--- src/rtl/actl_pkg.sv ---
// Shared constants and types for the audio control receiver.
// Assumes an 8-bit frame: a 7-bit address plus direction bit, then one data byte.
package actl_pkg;
    localparam int          BYTE_W    = 8;
    localparam int          CNT_W     = 4;
    localparam int          ADDR_W    = 7;
    localparam logic [ADDR_W-1:0] DEV_ADDR = 7'b1111100;
    localparam int          SHDN_W    = 5;
    localparam int          MODE_W    = 4;
    localparam int          GAIN_W    = 4;
    localparam int          VOL_W     = 5;
    localparam int          N_VOL     = 3;
    localparam int          VOL_BASE  = 5;   // mono=101, left=110, right=111
    localparam int          FIELDS_W  = SHDN_W + MODE_W + GAIN_W + N_VOL*VOL_W;

    typedef enum logic [2:0] {
        ST_IDLE, ST_ADDR, ST_ADDR_ACK, ST_DATA, ST_DATA_ACK, ST_HOLD, ST_SKIP
    } rx_state_t;
endpackage

--- src/rtl/actl_line_sync.sv ---
// Brings SCL, SDA and the low-supply flag into the clock domain and derives
// one-cycle pulses for SCL edges, START and STOP.
// Assumes clk is at least 16x the SCL rate so that no edge is missed.
module actl_line_sync #(
    parameter int STAGES = 2
) (
    input  logic clk,
    input  logic rst_n,
    input  logic scl_i,
    input  logic sda_i,
    input  logic sup_i,
    output logic scl_rise,
    output logic scl_fall,
    output logic start_p,
    output logic stop_p,
    output logic sda_s,
    output logic sup_s
);
    logic [STAGES:0]   scl_sr;
    logic [STAGES:0]   sda_sr;
    logic [STAGES-1:0] sup_sr;
    logic scl_now, scl_old, sda_old;

    // Shift the raw lines through the synchronizer chain plus one history stage.
    always_ff @(posedge clk) begin
        if (!rst_n) begin
            scl_sr <= '1;
            sda_sr <= '1;
            sup_sr <= '0;
        end else begin
            scl_sr <= {scl_sr[STAGES-1:0], scl_i};
            sda_sr <= {sda_sr[STAGES-1:0], sda_i};
            sup_sr <= {sup_sr[STAGES-2:0], sup_i};
        end
    end

    assign scl_now  = scl_sr[STAGES-1];
    assign scl_old  = scl_sr[STAGES];
    assign sda_s    = sda_sr[STAGES-1];
    assign sda_old  = sda_sr[STAGES];
    assign sup_s    = sup_sr[STAGES-1];

    // Edge and bus-condition decode on synchronized values.
    always_comb begin
        scl_rise = scl_now & ~scl_old;
        scl_fall = ~scl_now & scl_old;
        start_p  = scl_now & scl_old & sda_old & ~sda_s;
        stop_p   = scl_now & scl_old & ~sda_old & sda_s;
    end
endmodule

--- src/rtl/actl_byte_rx.sv ---
// Bus protocol engine: address match, acknowledge generation and capture of
// the single data byte. Emits a one-cycle write strobe at the start of the
// data acknowledge. Assumes synchronized, edge-decoded inputs.
module actl_byte_rx
    import actl_pkg::*;
(
    input  logic              clk,
    input  logic              rst_n,
    input  logic              scl_rise,
    input  logic              scl_fall,
    input  logic              start_p,
    input  logic              stop_p,
    input  logic              sda_s,
    output logic              pull,
    output logic              wr_en,
    output logic [BYTE_W-1:0] wr_byte
);
    localparam logic [CNT_W-1:0]  FULL    = CNT_W'(BYTE_W);
    localparam logic [BYTE_W-1:0] ADDR_WR = {DEV_ADDR, 1'b0};

    rx_state_t         state;
    logic [BYTE_W-1:0] shreg;
    logic [CNT_W-1:0]  bitcnt;

    // Advance the transfer state on START, STOP and SCL edges.
    always_ff @(posedge clk) begin
        if (!rst_n) begin
            state  <= ST_IDLE;
            shreg  <= '0;
            bitcnt <= '0;
            wr_en  <= 1'b0;
        end else begin
            wr_en <= 1'b0;
            if (stop_p) begin
                state <= ST_IDLE;
            end else if (start_p) begin
                state  <= ST_ADDR;
                bitcnt <= '0;
            end else begin
                case (state)
                    ST_ADDR, ST_DATA: begin
                        if (scl_rise && bitcnt < FULL) begin
                            shreg  <= {shreg[BYTE_W-2:0], sda_s};
                            bitcnt <= bitcnt + 1'b1;
                        end else if (scl_fall && bitcnt == FULL) begin
                            if (state == ST_ADDR) begin
                                state <= (shreg == ADDR_WR) ? ST_ADDR_ACK : ST_SKIP;
                            end else begin
                                state <= ST_DATA_ACK;
                                wr_en <= 1'b1;
                            end
                        end
                    end
                    ST_ADDR_ACK: begin
                        if (scl_fall) begin
                            state  <= ST_DATA;
                            bitcnt <= '0;
                        end
                    end
                    ST_DATA_ACK: begin
                        if (scl_fall) state <= ST_HOLD;
                    end
                    default: ;
                endcase
            end
        end
    end

    assign pull    = (state == ST_ADDR_ACK) || (state == ST_DATA_ACK);
    assign wr_byte = shreg;
endmodule

--- src/rtl/actl_ctl_regs.sv ---
// Control register bank. Decodes the prefix of a written byte and updates the
// chosen register; a qualified low-supply flag clears everything.
// Assumes wr_en is a single-cycle strobe.
module actl_ctl_regs
    import actl_pkg::*;
(
    input  logic                        clk,
    input  logic                        rst_n,
    input  logic                        wr_en,
    input  logic [BYTE_W-1:0]           wr_byte,
    input  logic                        sup_low,
    output logic [SHDN_W-1:0]           shdn_o,
    output logic [MODE_W-1:0]           mode_o,
    output logic [GAIN_W-1:0]           gain_o,
    output logic [N_VOL-1:0][VOL_W-1:0] vol_o
);
    logic clr;
    assign clr = sup_low & ~shdn_o[2];

    // Shutdown, routing and gain registers.
    always_ff @(posedge clk) begin
        if (!rst_n || clr) begin
            shdn_o <= '0;
            mode_o <= '0;
            gain_o <= '0;
        end else if (wr_en) begin
            if (wr_byte[7:5] == 3'b000)       shdn_o <= wr_byte[SHDN_W-1:0];
            else if (wr_byte[7:4] == 4'b0100) mode_o <= wr_byte[MODE_W-1:0];
            else if (wr_byte[7:4] == 4'b1000) gain_o <= wr_byte[GAIN_W-1:0];
        end
    end

    for (genvar g = 0; g < N_VOL; g++) begin : g_vol
        localparam logic [2:0] SEL = 3'(VOL_BASE + g);
        logic [VOL_W-1:0] q;
        // One volume register per input, selected by its 3-bit prefix.
        always_ff @(posedge clk) begin
            if (!rst_n || clr)                    q <= '0;
            else if (wr_en && wr_byte[7:5] == SEL) q <= wr_byte[VOL_W-1:0];
        end
        assign vol_o[g] = q;
    end
endmodule

--- src/rtl/audio_ctl_i2c_rx.sv ---
// Top level of the write-only serial control receiver. Ties the line
// synchronizer, protocol engine and register bank together and maps the
// register fields onto named outputs.
module audio_ctl_i2c_rx
    import actl_pkg::*;
#(
    parameter int SYNC_STAGES = 2
) (
    input  logic             clk,
    input  logic             rst_n,
    input  logic             scl_i,
    input  logic             sda_i,
    input  logic             supply_low_i,
    output logic             sda_pull_o,
    output logic             hp_capless_o,
    output logic             hp_bridge_o,
    output logic             supply_rst_dis_o,
    output logic             turnon_slow_o,
    output logic             pwr_on_o,
    output logic [MODE_W-1:0] route_mode_o,
    output logic             spk_boost_o,
    output logic [2:0]       hp_atten_o,
    output logic [VOL_W-1:0] vol_mono_o,
    output logic [VOL_W-1:0] vol_left_o,
    output logic [VOL_W-1:0] vol_right_o
);
    logic scl_rise, scl_fall, start_p, stop_p, sda_s, sup_low_s;
    logic wr_en;
    logic [BYTE_W-1:0]           wr_byte;
    logic [SHDN_W-1:0]           shdn;
    logic [GAIN_W-1:0]           gain;
    logic [N_VOL-1:0][VOL_W-1:0] vol;

    actl_line_sync #(.STAGES(SYNC_STAGES)) u_sync (
        .clk(clk), .rst_n(rst_n), .scl_i(scl_i), .sda_i(sda_i), .sup_i(supply_low_i),
        .scl_rise(scl_rise), .scl_fall(scl_fall), .start_p(start_p), .stop_p(stop_p),
        .sda_s(sda_s), .sup_s(sup_low_s)
    );

    actl_byte_rx u_rx (
        .clk(clk), .rst_n(rst_n), .scl_rise(scl_rise), .scl_fall(scl_fall),
        .start_p(start_p), .stop_p(stop_p), .sda_s(sda_s),
        .pull(sda_pull_o), .wr_en(wr_en), .wr_byte(wr_byte)
    );

    actl_ctl_regs u_regs (
        .clk(clk), .rst_n(rst_n), .wr_en(wr_en), .wr_byte(wr_byte), .sup_low(sup_low_s),
        .shdn_o(shdn), .mode_o(route_mode_o), .gain_o(gain), .vol_o(vol)
    );

    assign {hp_capless_o, hp_bridge_o, supply_rst_dis_o, turnon_slow_o, pwr_on_o} = shdn;
    assign spk_boost_o = gain[3];
    assign hp_atten_o  = gain[2:0];
    assign vol_mono_o  = vol[0];
    assign vol_left_o  = vol[1];
    assign vol_right_o = vol[2];
endmodule

--- config.mk ---
export PLATFORM = sky130hd
export DESIGN_NAME = audio_ctl_i2c_rx
export DESIGN_NICKNAME = d
export VERILOG_FILES = /design/src/rtl/actl_pkg.sv /design/src/rtl/actl_line_sync.sv /design/src/rtl/actl_byte_rx.sv /design/src/rtl/actl_ctl_regs.sv /design/src/rtl/audio_ctl_i2c_rx.sv
export SDC_FILE = /design/constraint.sdc
export NUM_CORES = 1
export LEC_CHECK = 0
export ABC_AREA = 1
export BUFFER_PORTS_ARGS = -buffer_cell sky130_fd_sc_hd__buf_2
export CAP_MARGIN = 40
export CORE_MARGIN = 8
export CORE_UTILIZATION = 40
export DETAILED_ROUTE_END_ITERATION = 16
export GPL_TIMING_DRIVEN = 1
export PLACE_DENSITY_LB_ADDON = 0.15
export SETUP_SLACK_MARGIN = 0.5
export SYNTH_ARGS = -nofsm -noshare
export SYNTH_HDL_FRONTEND = slang
export SYNTH_SLANG_ARGS = --single-unit
--- constraint.sdc ---
create_clock -name clk -period 1.1 [get_ports clk]
set_input_delay 0.055 -clock clk [delete_from_list [all_inputs] [get_ports clk]]
set_output_delay 0.055 -clock clk [all_outputs]
set_load 0.02 [all_outputs]
==> metrics.yaml, run 1 <==
setup_path:
  reg2reg_to: "u_rx.state[1]"
  start_kind: "flip-flop"
  reg2reg_depth: 9
  cp_common_cell: "nand2_1"
  worst-path-stages: 9
  arrival_ns: 1.50
  endpoint: "u_rx.state[1]"
  crit_family: "simple AND/OR/NAND/NOR gates"
  path_class: "reg2reg"
  rrSetupSlack_ns: -0.16
  required_ns: 1.34
  end_kind: "flip-flop"
  crit_slowest_cell: "dfxtp_2"
  crit_path_max_fanout: 5
  slowest_delay_ns: 0.36
  startpoint: "u_rx.state[0]"
  path_buf_inv: 3
  worstPathCellList: "inv_4 > nor2_4 > buf_4 > inv_1 > nand3_1 > nand3_2 > nand2_1 > nand2_1 > nor2_1"
  reg2reg_from: "u_rx.state[0]"
global_routing:
  overflow: 0
  track_usage_pct: 17.8
  antenna_found_initial: 0
  grt_pass1_wl_um: 10800
  grt_pass1_vias: 2252
  grt_max_degree: 18
clock_tree:
  clockBufferDepth: 2
  clk_pin_slew_ns: 0.10
  cts_made_buffers: 5
  clkLatencyLatePin_ns: 0.31
  cts_tree: "yes"
  h-tree-depth: 2
  root_buffer: "clkbuf_8"
  hold_buffers: 1
  clock-sinks: 52
timing:
  finalClockSkew_ns: 0.00925
  fin_crit_ns: 1.26
  timing.final.crit_share_pct: 114
  setup_viol: 41
  rsz0062_at_grt: "yes"
  fmax_mhz: 794
  fin_ws_ns: -0.159
  worst_pin_slew_ns: 0.333
  max_slew_margin_pct: 77.8
  drv_slew: 0
  hold_ws_ns: -0.0689
  hold_viol: 2
floorplanning:
  rows: 26
  fp.dieW_um: 88.3
  die_area_um2: 7800
  core-area_um2: 5070
  start_util_pct: 41.2
  io_pins: 34
  die_h_um: 88.3
yosys:
  ys_ff_latch: 52
  netlist_area_um2: 2090
  ys_types: 25
  ys_warn_count: 0
  synthCells: 271
  synth_area_per_cell_um2: 7.72
  synthesis.nets: 278
  synth-seq-area-share_pct: 49.7
worst_hold_path:
  hold_path_class: "in2reg"
power:
  p_clk_share_pct: 22.2
  seqPwrFrac_pct: 42.7
  vdd_drop_max_mv: 0.825
  internal_power_mw: 3.32
  combinationalPowerShare_pct: 35.1
  switchingPower_mw: 1.73
  p_leak_nw: 1.66
  power_density_nw_per_um2: 1290
  netSwitchingFraction_pct: 34.2
status:
  violations: "hold timing, setup timing"
  status: "finished with violations"
final_layout:
  syn_to_final_growth_pct: 87.0
  multi_input_area_um2: 1310
  drive_gt1_share_pct: 69.3
  ff_latch_area_um2: 1130
  fillers: 318
  final_cells: 457
  antennaDiodeCount: 0
  nets: 393
place:
  dp_hpwl_um: 3660
  portBuffers: 33
  routabilityCongestion: 0.811
  post-place-cells: 403
detailed_routing:
  wire_per_inst_um: 16.3
  drcViolationCount: 0
  ant_nets: 0
  dr.pass1.iters: 4
  drt-total-wl_um: 7440
  dr_total_vias: 2305
  drtIter0Drc: 96
  vias_per_cell: 5.04
run:
  drv_cap: 0
## cell usage in the layout, fill, tap and decap left out, types with 6 or more instances in the layout
cell | Yosys | routed
dfxtp_4 | 0 | 13
inv_1 | 33 | 15
o21ai_2 | 0 | 23
dfxtp_2 | 0 | 30
nor2_1 | 35 | 27
o21ai_4 | 0 | 7
dfxtp_1 | 52 | 9
inv_2 | 4 | 11
nand3_4 | 1 | 6
buf_6 | 0 | 44
nand2_1 | 36 | 27
buf_4 | 1 | 56
nor2_4 | 2 | 7
nand2_4 | 0 | 6
a21oi_2 | 0 | 11
nand3_1 | 16 | 10
inv_4 | 0 | 8
a21oi_1 | 33 | 22
## through the flow
stage | setup TNS, ns | setup slack (ns) | util, % | instance area, um2 | total power [mW]
3_3_place_gp | -0.731 | -0.117 | 52.3 | 2660 | 3.42
4_1_cts | -1.15 | -0.101 | 68.3 | 3470 | 4.83
5_1_grt | -5.11 | -0.239 | 77.1 | 3920 | 5.35
6_report | -2.58 | -0.159 | 77.1 | 3920 | 5.05
3_5_place_dp | -1.09 | -0.125 | 52.3 | 2660 | 3.44
2_1_floorplan | -0.101 | -0.0324 | - | 2190 | 2.97
## synth_stat cells (all sizes together)
cell type	n	share of area [%]
dfxtp	52	50
nor2	38	7.7
inv	37	6.6
nand2	37	6.8
o21ai	35	8.4
a21oi	34	8.7
nand3	20	6.1
buf	4	1.1
or2	4	1.2
nor3	3	0.96
clkbuf	2	0.36
ha	2	1.2
a211oi	1	0.36
o221a	1	0.54
xor2	1	0.42
## worst min-delay path by stage
stage | startpoint | endpoint | slack (ns) | cells past startpoint
2_1_floorplan | supply_low_i | u_sync.sup_sr[0] | 0.15 | 2
3_3_place_gp | sda_i | u_sync.sda_sr[0] | 0.24 | 2
3_5_place_dp | sda_i | u_sync.sda_sr[0] | 0.25 | 2
4_1_cts | sda_i | u_sync.sda_sr[0] | -0.08 | 2
5_1_grt | sda_i | u_sync.sda_sr[0] | -0.08 | 2
6_report | sda_i | u_sync.sda_sr[0] | -0.07 | 2
## cell type report
cell class	instances	share of cell area (%)
Clock buffer	5	1.76
Clock inverter	3	0.543
Inverter	37	4.44
Multi-Input combinational cell	177	33.4
Sequential cell	52	28.8
Tap cell	70	2.24
Timing Repair Buffer	113	28.8
## state kept, by name, summed over array words and instances (netlist names)
name	count
u_regs.shdn_o	5
u_sync.sup_sr	2
u_sync.sda_sr	3
u_sync.scl_sr	3
u_regs.gain_o	4
u_regs.g_vol.q	15
u_regs.mode_o	4
u_rx.bitcnt	4
u_rx.wr_byte	8
u_rx.wr_en	1
u_rx.state	3
## repair_timing
item                       in CTS  in global routing
resized for setup             146                 92
cloned                          4                  0
pin swaps                      16                 20
hold endpoints to repair        3                  2
setup endpoints to repair      76                 77
buffers inserted               22                 19
## metal layers
layer / part of all wire, % / track usage [%] / vias to the layer above
li1: - / - / 1125
met2: 52 / 31.2 / 68
met4: 2.8 / 5.07 / 0
met1: 41 / 20.8 / 1092
met3: 5.0 / 4.46 / 20
met5: 0 / 0 / -
## kinds of logic (layout without fill, tap and decap cells)
kind of cell    count (synthesis)  in the layout  synth area share [%]
fa+ha+maj                       2              2                  1.20
flops                          52             52                  49.7
xor+xnor                        1              1                 0.418
simple gates                  102            103                  22.7
buf+inv                        43            158                  8.07
compound gates                 71             71                  17.9
## power by group through the flow
| stage | clock network (mW) | logic, mW | registers, mW |
|---|---|---|---|
| 6_report | 1.12 | 1.77 | 2.16 |
| 5_1_grt | 1.24 | 1.94 | 2.17 |
| 4_1_cts | 1.15 | 1.56 | 2.13 |
| 3_5_place_dp | 0 | 1.29 | 2.15 |
| 3_3_place_gp | 0 | 1.27 | 2.14 |
| 2_1_floorplan | 0 | 0.834 | 2.13 |
## worst reg2reg max path, cell delays in order, from the launching register on
cell and delay, ns:
dfxtp_2 0.36, inv_4 0.05, nor2_4 0.15, buf_4 0.13, inv_1 0.04, nand3_1 0.09
nand3_2 0.13, nand2_1 0.09, nand2_1 0.05, nor2_1 0.10
Note: power is estimated with default switching activity, not from simulation.
==> run 2: changes to the inputs <==
--- a/config.mk
+++ b/config.mk
@@ -12,6 +12,7 @@
 export CORE_UTILIZATION = 40
 export DETAILED_ROUTE_END_ITERATION = 16
 export GPL_TIMING_DRIVEN = 1
+export MAX_ROUTING_LAYER = met4
 export PLACE_DENSITY_LB_ADDON = 0.15
 export SETUP_SLACK_MARGIN = 0.5
 export SYNTH_ARGS = -nofsm -noshare
==> metrics.yaml, run 2 (synthesis results as in run 1) <==
status:
  status: "finished with violations"
  violations: "hold timing, setup timing"
global_routing:
  antenna_found_initial: 0  # unchanged
  overflow: 0  # unchanged
  track_usage_pct: 18.3  # +0.53 points
  grt_max_degree: 18  # unchanged
  grt_pass1_vias: 2245  # -0.31%
  grt_pass1_wl_um: 10800  # about the same
detailed_routing:
  wire_per_inst_um: 16.3  # +0.38%
  dr_total_vias: 2284  # -0.91%
  drtIter0Drc: 100  # +4.2%
  dr.pass1.iters: 4  # unchanged
  drt-total-wl_um: 7460  # +0.38%
  ant_nets: 0  # unchanged
  drcViolationCount: 0  # unchanged
  vias_per_cell: 5.00  # -0.91%
worst_hold_path:
  worstHoldStart: "sda_i"
  hold_path_class: "in2reg"
  hold_end: "u_sync.sda_sr[0]"
  hold_depth: 2  # unchanged
final_layout:
  largest_reg_flops: 15  # unchanged
  final_common_cell: "buf_4"
  max_flop_register: "u_regs.g_vol.q"
  layout_common_cells: "56 x buf_4, 44 x buf_6, 30 x dfxtp_2"
  syn_to_final_growth_pct: 87.0  # unchanged
  final_util_pct: 77.1  # unchanged
  drive_gt1_share_pct: 69.3  # unchanged
  nets: 393  # unchanged
  antennaDiodeCount: 0  # unchanged
run:
  drv_cap: 0  # unchanged
timing:
  rsz0062_at_grt: "yes"
  fmax_mhz: 801  # +0.83%
  drv_slew: 0  # unchanged
  fin_crit_ns: 1.25  # -0.0104 ns
  max_slew_margin_pct: 78.2  # +0.44 points
  hold_ws_ns: -0.0707  # -0.00186 ns
  setup_viol: 38  # -7.3%
  fin_ws_ns: -0.149  # +0.0104 ns
  worst_pin_slew_ns: 0.327  # -0.00656 ns
  finalClockSkew_ns: 0.0153  # +0.00606 ns
  timing.final.crit_share_pct: 114  # -0.95 points
  hold_viol: 2  # unchanged
floorplanning:
  die_h_um: 88.3  # unchanged
  rows: 26  # unchanged
  io_pins: 34  # unchanged
  fp.dieW_um: 88.3  # unchanged
  die_area_um2: 7800  # unchanged
  core-area_um2: 5070  # unchanged
  start_util_pct: 41.2  # unchanged
setup_path:
  end_kind: "flip-flop"
  reg2reg_depth: 9  # unchanged
  path_class: "reg2reg"
  rrSetupSlack_ns: -0.15  # about the same
  required_ns: 1.34  # about the same
  reg2reg_to: "u_rx.state[1]"
  arrival_ns: 1.49  # about the same
  start_kind: "flip-flop"
  reg2reg_from: "u_rx.state[0]"
  crit_path_max_fanout: 5  # unchanged
place:
  dp_hpwl_um: 3660  # unchanged
  routabilityCongestion: 0.823  # +1.5%
  portBuffers: 33  # unchanged
clock_tree:
  clk_pin_slew_ns: 0.09  # about the same
  h-tree-depth: 2  # unchanged
  clockBufferDepth: 2  # unchanged
  root_buffer: "clkbuf_8"
  cts_made_buffers: 5  # unchanged
  clkLatencyLatePin_ns: 0.32  # about the same
  hold_buffers: 1  # unchanged
  cts_tree: "yes"
  clock-sinks: 52  # unchanged
power:
  p_leak_nw: 1.66  # about the same
  power_density_nw_per_um2: 1290  # +0.30%
  vdd_drop_max_mv: 0.822  # -0.43%
## run 2: cell counts in the layout (fill, tap and decap cells not counted)
Identical to the previous run, type by type.
## run 2: how the worst max path moves through the flow
stage,startpoint,to
2_1_floorplan,u_rx.state[0],u_rx.bitcnt[0]
3_3_place_gp,u_sync.scl_sr[2],u_rx.bitcnt[3]
3_5_place_dp,u_sync.scl_sr[2],u_rx.bitcnt[3]
4_1_cts,u_rx.state[2],sda_pull_o
5_1_grt,u_rx.state[0],u_rx.state[1]
6_report,u_rx.state[0],u_rx.state[1]
## run 2: stage by stage
| step | setup TNS, ns | instance area (um2) | worst slack (ns) | total power, mW | std cells |
|---|---|---|---|---|---|
| final | -2.52 | 3920 | -0.149 | 5.06 | 457 |
| after global routing | -4.99 | 3920 | -0.233 | 5.35 | 457 |
| after global placement | -0.731 | 2660 | -0.117 | 3.42 | 403 |
| after detailed placement | -1.09 | 2660 | -0.125 | 3.44 | 403 |
| after CTS | -1.15 | 3470 | -0.101 | 4.83 | 438 |
| after floorplan | -0.101 | 2190 | -0.0324 | 2.97 | 271 |
## run 2: layout make-up
type / count / area (um2)
fill: 318 / 1160
clock buffer: 5 / 68.8
inverter: 37 / 174
tap: 70 / 87.6
clock inverter: 3 / 21.3
timing repair buffer: 113 / 1130
multi-input combinational: 177 / 1310
sequential: 52 / 1130
## run 2: repair_timing
item / in CTS / in global routing
cloned: 4 / 0
resized for setup: 146 / 92
buffers inserted: 22 / 19
pin swaps: 16 / 22
hold endpoints to repair: 3 / 2
setup endpoints to repair: 76 / 77
## run 2: critical path, cell delays in order (launching register included)
cell and delay, ns:
dfxtp_2 0.36, inv_4 0.05, nor2_4 0.15, buf_4 0.13, inv_1 0.04, nand3_1 0.09
nand3_2 0.12, nand2_1 0.09, nand2_1 0.04, nor2_1 0.10
## run 2: report_power, final
part | switching, mW | internal [mW] | total (mW) | leakage, nW
logic | 0.911 | 0.859 | 1.77 | 1.18
clock network | 0.681 | 0.453 | 1.13 | 0.0445
registers | 0.150 | 2.01 | 2.16 | 0.443
## run 2: metal layers
| layer | routed length [um] | global-route usage [%] | part of all wire [%] | vias to the layer above |
|---|---|---|---|---|
| met5 | 0 | - | 0 | - |
| met4 | 174 | 5.07 | 2.3 | 0 |
| met3 | 240 | 3.99 | 3.2 | 15 |
| met2 | 3900 | 31.3 | 52 | 54 |
| met1 | 3150 | 21.1 | 42 | 1092 |
| li1 | - | - | - | 1123 |
